--- src/rtl/tsf_pkg.sv ---
package tsf_pkg;

  typedef enum logic [1:0] {
    GR_CAPTURE   = 2'b00,
    GR_COMPARE   = 2'b01,
    GR_PWM_CYCLE = 2'b10,
    GR_IDLE      = 2'b11
  } gr_mode_e;

  // Position of general-register flag g of channel ch in the status word.
  function automatic int unsigned gr_flag_pos(int unsigned ch, int unsigned g,
                                              int unsigned per_ch);
    return ch * per_ch + g;
  endfunction

  // Position of the wrap flag of channel ch (top slot of its group).
  function automatic int unsigned wrap_flag_pos(int unsigned ch, int unsigned per_ch);
    return ch * per_ch + (per_ch - 1);
  endfunction

  // Does a strobe pair count as an event under the given mode?
  function automatic logic gr_event_hit(gr_mode_e m, logic cap, logic match);
    case (m)
      GR_CAPTURE:   return cap;
      GR_COMPARE:   return match;
      GR_PWM_CYCLE: return match;
      default:      return 1'b0;
    endcase
  endfunction

endpackage

--- src/rtl/tsf_event_decode.sv ---
module tsf_event_decode
  import tsf_pkg::*;
(
  input  logic       clk,
  input  logic       rst_n,
  input  logic [1:0] mode_i,
  input  logic       cap_i,
  input  logic       match_i,
  output logic       set_o
);

  gr_mode_e mode;

  always_comb begin
    mode  = gr_mode_e'(mode_i);
    set_o = gr_event_hit(mode, cap_i, match_i);
  end

  AST_IDLE_QUIET: assert property (@(posedge clk) disable iff (!rst_n)
    (mode_i == 2'b11) |-> !set_o);
  AST_CAPTURE_IGNORES_MATCH: assert property (@(posedge clk) disable iff (!rst_n)
    (mode_i == 2'b00 && !cap_i) |-> !set_o);
  AST_COMPARE_IGNORES_CAP: assert property (@(posedge clk) disable iff (!rst_n)
    (mode_i[1] != mode_i[0] && !match_i) |-> !set_o);

endmodule

--- src/rtl/tsf_flag_cell.sv ---
module tsf_flag_cell (
  input  logic clk,
  input  logic rst_n,
  input  logic set_i,
  input  logic rd_i,
  input  logic wr_i,
  input  logic wr_bit_i,
  output logic flag_o
);

  logic flag_q, arm_q;
  logic clear_hit;

  assign clear_hit = wr_i && arm_q && !wr_bit_i;
  assign flag_o    = flag_q;

  always_ff @(posedge clk or negedge rst_n) begin
    if (!rst_n) begin
      flag_q <= 1'b0;
      arm_q  <= 1'b0;
    end else begin
      flag_q <= set_i | (flag_q & ~clear_hit);
      if (wr_i)      arm_q <= 1'b0;
      else if (rd_i) arm_q <= arm_q | flag_q;
    end
  end

  AST_SET_STICKS: assert property (@(posedge clk) disable iff (!rst_n)
    set_i |=> flag_q);
  AST_UNARMED_HOLDS: assert property (@(posedge clk) disable iff (!rst_n)
    (flag_q && !arm_q) |=> flag_q);
  AST_FALL_NEEDS_ARMED_ZERO: assert property (@(posedge clk) disable iff (!rst_n)
    $fell(flag_q) |-> $past(wr_i && arm_q && !wr_bit_i));
  AST_WRITE_EATS_ARM: assert property (@(posedge clk) disable iff (!rst_n)
    wr_i |=> !arm_q);
  AST_ONE_NEVER_CLEARS: assert property (@(posedge clk) disable iff (!rst_n)
    (flag_q && wr_i && wr_bit_i) |=> flag_q);

endmodule

--- src/rtl/tsf_flag_bank.sv ---
module tsf_flag_bank #(
  parameter int unsigned N = 15
) (
  input  logic         clk,
  input  logic         rst_n,
  input  logic [N-1:0] set_vec,
  input  logic         rd_en,
  input  logic         wr_en,
  input  logic [N-1:0] wr_bits,
  output logic [N-1:0] flags
);

  for (genvar i = 0; i < N; i++) begin : g_cell
    tsf_flag_cell u_cell (
      .clk      (clk),
      .rst_n    (rst_n),
      .set_i    (set_vec[i]),
      .rd_i     (rd_en),
      .wr_i     (wr_en),
      .wr_bit_i (wr_bits[i]),
      .flag_o   (flags[i])
    );
  end

endmodule

--- src/rtl/tmr_event_flags.sv ---
module tmr_event_flags
  import tsf_pkg::*;
#(
  parameter int unsigned NUM_CH = 3,
  parameter int unsigned NUM_GR = 4,
  parameter int unsigned DATA_W = 16,
  localparam int unsigned PER_CH = NUM_GR + 1,
  localparam int unsigned FLAG_N = NUM_CH * PER_CH,
  localparam int unsigned GR_N   = NUM_CH * NUM_GR
) (
  input  logic                clk,
  input  logic                rst_n,
  input  logic [NUM_CH-1:0]   wrap_pulse,
  input  logic [GR_N-1:0]     cap_pulse,
  input  logic [GR_N-1:0]     match_pulse,
  input  logic [2*GR_N-1:0]   gr_mode,
  input  logic                rd_en,
  input  logic                wr_en,
  input  logic [DATA_W-1:0]   wr_data,
  output logic [DATA_W-1:0]   rd_data,
  output logic                irq
);

  logic [FLAG_N-1:0] set_vec;
  logic [FLAG_N-1:0] flags;
  logic              any_flag;

  for (genvar c = 0; c < NUM_CH; c++) begin : g_ch
    assign set_vec[wrap_flag_pos(c, PER_CH)] = wrap_pulse[c];
    for (genvar g = 0; g < NUM_GR; g++) begin : g_gr
      localparam int unsigned IDX = c * NUM_GR + g;
      tsf_event_decode u_dec (
        .clk     (clk),
        .rst_n   (rst_n),
        .mode_i  (gr_mode[2*IDX +: 2]),
        .cap_i   (cap_pulse[IDX]),
        .match_i (match_pulse[IDX]),
        .set_o   (set_vec[gr_flag_pos(c, g, PER_CH)])
      );
    end
  end

  tsf_flag_bank #(.N(FLAG_N)) u_bank (
    .clk     (clk),
    .rst_n   (rst_n),
    .set_vec (set_vec),
    .rd_en   (rd_en),
    .wr_en   (wr_en),
    .wr_bits (wr_data[FLAG_N-1:0]),
    .flags   (flags)
  );

  assign any_flag = |flags;

  always_comb begin
    rd_data             = '0;
    rd_data[FLAG_N-1:0] = flags;
  end

  always_ff @(posedge clk or negedge rst_n) begin
    if (!rst_n) irq <= 1'b0;
    else        irq <= any_flag;
  end

  AST_IRQ_LAGS_FLAGS: assert property (@(posedge clk) disable iff (!rst_n)
    1'b1 |=> (irq == $past(any_flag)));
  AST_RESERVED_WRITE_IGNORED: assert property (@(posedge clk) disable iff (!rst_n)
    (wr_en && |wr_data[DATA_W-1:FLAG_N]) |=> (rd_data[DATA_W-1:FLAG_N] == '0));
  AST_WRAP_SETS: assert property (@(posedge clk) disable iff (!rst_n)
    wrap_pulse[0] |=> rd_data[wrap_flag_pos(0, PER_CH)]);

endmodule

--- config.mk ---
export PLATFORM = sky130hd
export DESIGN_NAME = tmr_event_flags
export DESIGN_NICKNAME = d
export VERILOG_FILES = /design/src/rtl/tsf_pkg.sv /design/src/rtl/tsf_event_decode.sv /design/src/rtl/tsf_flag_cell.sv /design/src/rtl/tsf_flag_bank.sv /design/src/rtl/tmr_event_flags.sv
export SDC_FILE = /design/constraint.sdc
export NUM_CORES = 1
export LEC_CHECK = 0
export ABC_CLOCK_PERIOD_IN_PS = 900
export BUFFER_PORTS_ARGS = -buffer_cell sky130_fd_sc_hd__clkbuf_2
export CORE_MARGIN = 2
export CORE_UTILIZATION = 42
export DETAILED_ROUTE_END_ITERATION = 8
export HOLD_SLACK_MARGIN = 0.05
export PLACE_DENSITY = 0.79
export RECOVER_POWER = 100
export SLEW_MARGIN = 5
export SYNTH_ARGS = -nofsm -noshare
export SYNTH_HDL_FRONTEND = slang
export SYNTH_SLANG_ARGS = --single-unit
--- constraint.sdc ---
create_clock -name clk -period 0.9 [get_ports clk]
set_input_delay 0.09 -clock clk [delete_from_list [all_inputs] [get_ports clk]]
set_output_delay 0.09 -clock clk [all_outputs]
set_load 0.02 [all_outputs]
==> Word-level counts from Yosys, hierarchy flattened <==
Index checks and enable logic that the tools add are counted.
W data, S select, Z words.
{ "classes": {"mux": 42, "reduce_logical": 71, "bitwise": 60, "n_eq_ne": 24} }
{ "op_table": {"columns": ["cell", "count"], "rows": [
  ["$logic_and A1 B1 Y1", 30],
  ["$mux W1", 30],
  ["$or A1 B1 Y1", 30],
  ["$eq A2 B1 Y1 const B", 12],
  ["$eq A2 B2 Y1 const B", 12],
  ["$logic_not A2 Y1", 12],
  ["$pmux W1 S2", 12],
  ["$reduce_or A2 Y1", 12],
  ["$and A1 B1 Y1", 15],
  ["$logic_not A1 Y1", 15],
  ["$not A1 Y1", 15],
  ["$reduce_or A15 Y1", 1],
  ["$reduce_bool A2 Y1", 1]
]} }
{ "word_totals": {"out_inout_bits": 17, "in_bits": 71, "register_bits": 31, "word_cells": 228} }

==> Depth between registers and ports, before layout <==
{ "logic_depth": {"word_depth": 5, "depth_mapped": 4, "depth_no_buf": 4} }

==> By module <==
A second synthesis with hierarchy kept.
{ "unflattened": {"cells_unflattened": 185, "hier_area_um2": 1680.4} }
{ "by_module_without_submodules": {"columns": ["mod", "area_per_inst_um2", "seq_area_each_um2", "n_inst", "cells_each"], "rows": [
  ["tsf_flag_cell", 72.6, 50.0, 15, 7],
  ["tsf_event_decode", 43.8, 0.0, 12, 6],
  ["tmr_event_flags", 66.3, 25.0, 1, 8]
]} }

==> Worst setup path after synthesis <==
No wires, ideal clock.
{ "synth_path": {"path_kind": "reg2reg", "start": "register u_bank.g_cell[8].u_cell.flag_q", "end": "register irq", "path_stages_with_launch": 3, "arrival_time_ns": 0.738, "setup_slack_ns": 0.023, "setup_time_ns": 0.140, "n_path_buf": 0, "path_cell_list": "dfrtp_1 nor4_1 nand4_1"} }
{ "synth_between": {"elab_chain_len": 1} }
{ "synth_lines": {"columns": ["item", "line_no", "source"], "rows": [
  ["from (decl)", "tsf_flag_cell.sv:11", "logic flag_q, arm_q;"],
  ["from (signal assigned)", "tsf_flag_cell.sv:22", "flag_q <= set_i | (flag_q & ~clear_hit);"],
  ["$reduce_or A15 Y1", "tmr_event_flags.sv:53", "assign any_flag = |flags;"],
  ["net any_flag", "tmr_event_flags.sv:26", "logic any_flag;"],
  ["to (signal assigned)", "tmr_event_flags.sv:62", "else irq <= any_flag;"],
  ["to (decl)", "tmr_event_flags.sv:21", "output logic irq"]
]} }
The timed path passes the listed nets, and every way through them passes these cells.
A chain may end at the register's enable or synchronous reset.

==> Worst setup path after layout <==
{ "layout_path": {"start": "register u_bank.g_cell[6].u_cell.flag_q", "end": "output port rd_data[6]"} }
{ "layout_lines": {"columns": ["item", "line_no", "source"], "rows": [
  ["from (decl)", "tsf_flag_cell.sv:11", null],
  ["from (signal assigned)", "tsf_flag_cell.sv:22", null],
  ["to (decl)", "tmr_event_flags.sv:20", "output logic [DATA_W-1:0] rd_data,"]
]} }
No word-level cell between the ends.

==> summary.txt <==
Outcome
  – Status: complete, but fails checks
  – Failing checks: negative setup slack

Synth
  – Post-Syn Instances: 177
  – Syn nets: 272
  – Sequential area share after synthesis: 42.8%
  – Post-synth top area cell: dfrtp_1
  – Top cell type's share of synthesized area: 42.8%
  – Post-synthesis cell area: 0.00181 mm2
  – Distinct cells, synth: 14
  – Syn avg cell area: 10.2 um2
  – Ranking of synthesized cells by area: dfrtp_1, ha_1, buf_4, nand3b_1, o2bb2ai_1
  – Synth Warn #: 0
  – #FFs+latches synth: 31

STA
  – Clk_skew: 0.00409 ns
  – Setup slack after layout: -0.127 ns
  – Slew Limit Fails: 0
  – Fin crit share: 114%
  – Unrepaired setup endpoints after global routing: true
  – Final hold vios: 0
  – Final setup viols: 31
  – Slew of the pin with the lowest slew margin: 0.572 ns
  – Slew HR: between 60% and 70%
  – Final worst path period need: 1.03 ns
  – Max Clk Rate: around 970 MHz

Placed design
  – Port Buffers: between 80 and 90
  – Post-DP Area: 0.00235 mm2
  – DP HPWL: between 3000 and 4000 um
  – GPL Wtd Cong: roughly 0.72
  – Post-place setup slack: -0.121 ns

Routing
  – Post-Route WL: 4660 um
  – Via count: 1694
  – Vias/cell: 4.90
  – Routed Antenna Nets: 0
  – WL per Instance: 13.5 um
  – Initial DRC count: 37
  – Drt first pass iters: 4
  – Number of remaining DRC errors: 0

Hold path
  – Hold EP: u_bank.g_cell[1].u_cell.flag_o$_DFF_PN0_
  – Min-delay src: cap_pulse[1]
  – HP Class: in2reg
  – Worst hold path depth: 3

CTS
  – H-tree levels: 2
  – Root Buffer: clkbuf_8
  – CTS sink count: 31
  – CTS tree: built
  – CTS buffer count: 5
  – Reg clk slew, reported paths: 0.06 ns
  – Clk_lat worst skew: 0.27 ns
  – Max clock buf depth: 2

Setup path
  – CP endpoint kind: primary output
  – Crit path required time: 0.81 ns
  – Worst r2r dst: irq$_DFF_PN0_
  – Critical path, cell by cell: buf_6, buf_8
  – Reg2reg start: u_bank.g_cell[11].u_cell.flag_o$_DFF_PN0_
  – Flop-to-flop setup slack: -0.08 ns
  – CP peak stage delay: 0.41 ns
  – CP Class: reg2out
  – Worst-path fanout max: 2
  – CP Launch Type: flip-flop
  – R2R cell count: 2
  – Critical-path top delay cell: dfrtp_1
  – CP Launch Point: u_bank.g_cell[6].u_cell.flag_o$_DFF_PN0_
  – Crit path DAT: 0.94 ns

Finish
  – Antenna cell count: 0
  – Layout cells sized above 1: 52.4%
  – Core Util, Final: just over 70%
  – Fin nets: 390
  – Commonest non-fill, non-tap cell in the layout: clkbuf_2
  – Area of the multi-input gates: 896 um2
  – Register area: 776 um2
  – Filler instances: 301
  – Post-route cell area: 0.00295 mm2
  – Most frequent cells in the layout: clkbuf_2, dfrtp_1, inv_1, ha_1, buf_6
  – Layout area overhead: 62.8%

Power
  – Clk pwr share: 27.2%
  – Internal power: 3120 uW
  – NetSw: 1210 uW
  – PwrDens: 1470 mW/mm2
  – Reg power frac: 38.4%
  – Combinational power share: 34.5%
  – Leakage dissipation: 0.00151 uW
  – IR drop worst, VDD: 0.00105 V
  – Sw Share: ~28%

Global route
  – Initial antenna violation count: 0
  – First-pass GRT wire length: roughly 7500 um
  – Total gr overflow: 0
  – Gr usage total: 18.8%
  – Number of global-route vias before repair: 1801
  – Largest net degree at the start of global routing: 32

Floorplanning
  – Core area: roughly 0.0041 mm2
  – IO Pins: 88
  – Die height: 69.7 um
  – Die width: 69.7 um
  – Num rows: 23
  – Initial core utilization: approximately 44%
  – Die area: approximately 0.0049 mm2

Run
  – Max cap viols: 0
## final cells by class
type / instances / share of cell area [%]
timing repair buffer: 131 / 34.7
multi-input combinational: 102 / 30.4
sequential: 31 / 26.3
clock buffer: 8 / 3.39
inverter: 24 / 3.05
tap: 50 / 2.12
## Yosys cell counts, drive strengths merged
cell      n
a21o      3
a21oi    15
a22oi    12
buf      20
conb      1
dfrtp    31
ha       24
inv      24
nand3b   15
nand4     1
nor2     15
nor3      1
nor4      3
o2bb2ai  12
## power groups by stage
stage / sequential, uW / combinational [uW] / clock [uW]
3_5_place_dp: 1660 / 953 / 0
2_1_floorplan: 1670 / 541 / 0
5_1_grt: 1680 / 1620 / 1270
4_1_cts: 1650 / 1330 / 1180
3_3_place_gp: 1650 / 931 / 0
6_report: 1660 / 1490 / 1180
## flip-flops by register name (all words and copies together) (netlist names)
name                         flops
irq                              1
u_bank.g_cell.u_cell.arm_q      15
u_bank.g_cell.u_cell.flag_o     15
## how the worst max path moves through the flow
stage / end / cells past startpoint
after floorplan: irq$_DFF_PN0_ / 2
after global placement: irq$_DFF_PN0_ / 2
after detailed placement: irq$_DFF_PN0_ / 2
after CTS: rd_data[6] / 2
after global routing: rd_data[12] / 2
final: rd_data[6] / 2
## worst max-delay path, delay by kind of cell (launching register included)
kind,cells,cell delay [ns]
buffers and inverters,2,0.26
flip-flops,1,0.41
## through the flow
step | instances | total power [uW] | TNS, ns | hold WS, ns
CTS | 342 | 4170 | -1.96 | 0.110
global placement | 314 | 2580 | -0.0949 | 0.0671
detailed placement | 314 | 2610 | -0.174 | 0.0662
global route | 346 | 4570 | -3.19 | 0.113
floorplan | 177 | 2210 | 0 | -0.206
finish | 346 | 4330 | -2.04 | 0.110
## metal layers
layer / routed length, um / vias to the layer above / share of wire [%] / GRT usage, %
met5: 0 / - / 0 / 0
met4: 74 / 0 / 1.6 / 5.98
met3: 222 / 8 / 4.8 / 4.51
met2: 2520 / 55 / 54 / 33.9
met1: 1840 / 801 / 39 / 22.1
li1: - / 830 / - / -
## cells by family (layout without fill, tap and decap cells)
logic type      after synthesis  after routing  share of synthesized area (%)
compound gates               42             42                           16.2
simple gates                 35             35                           11.0
buf+inv                      44            163                           13.3
fa+ha+maj                    24             24                           16.6
other cells                   1              1                          0.207
flops                        31             31                           42.8
## what timing repair did
item | CTS | global route
buffers inserted | 16 | 4
pin swaps | 0 | 11
endpoints found under the hold margin | 34 | 0
hold buffers | 4 | 0
resized for setup | 54 | 39
setup endpoints to repair | 16 | 36
Power figures use the tool's default switching activity.
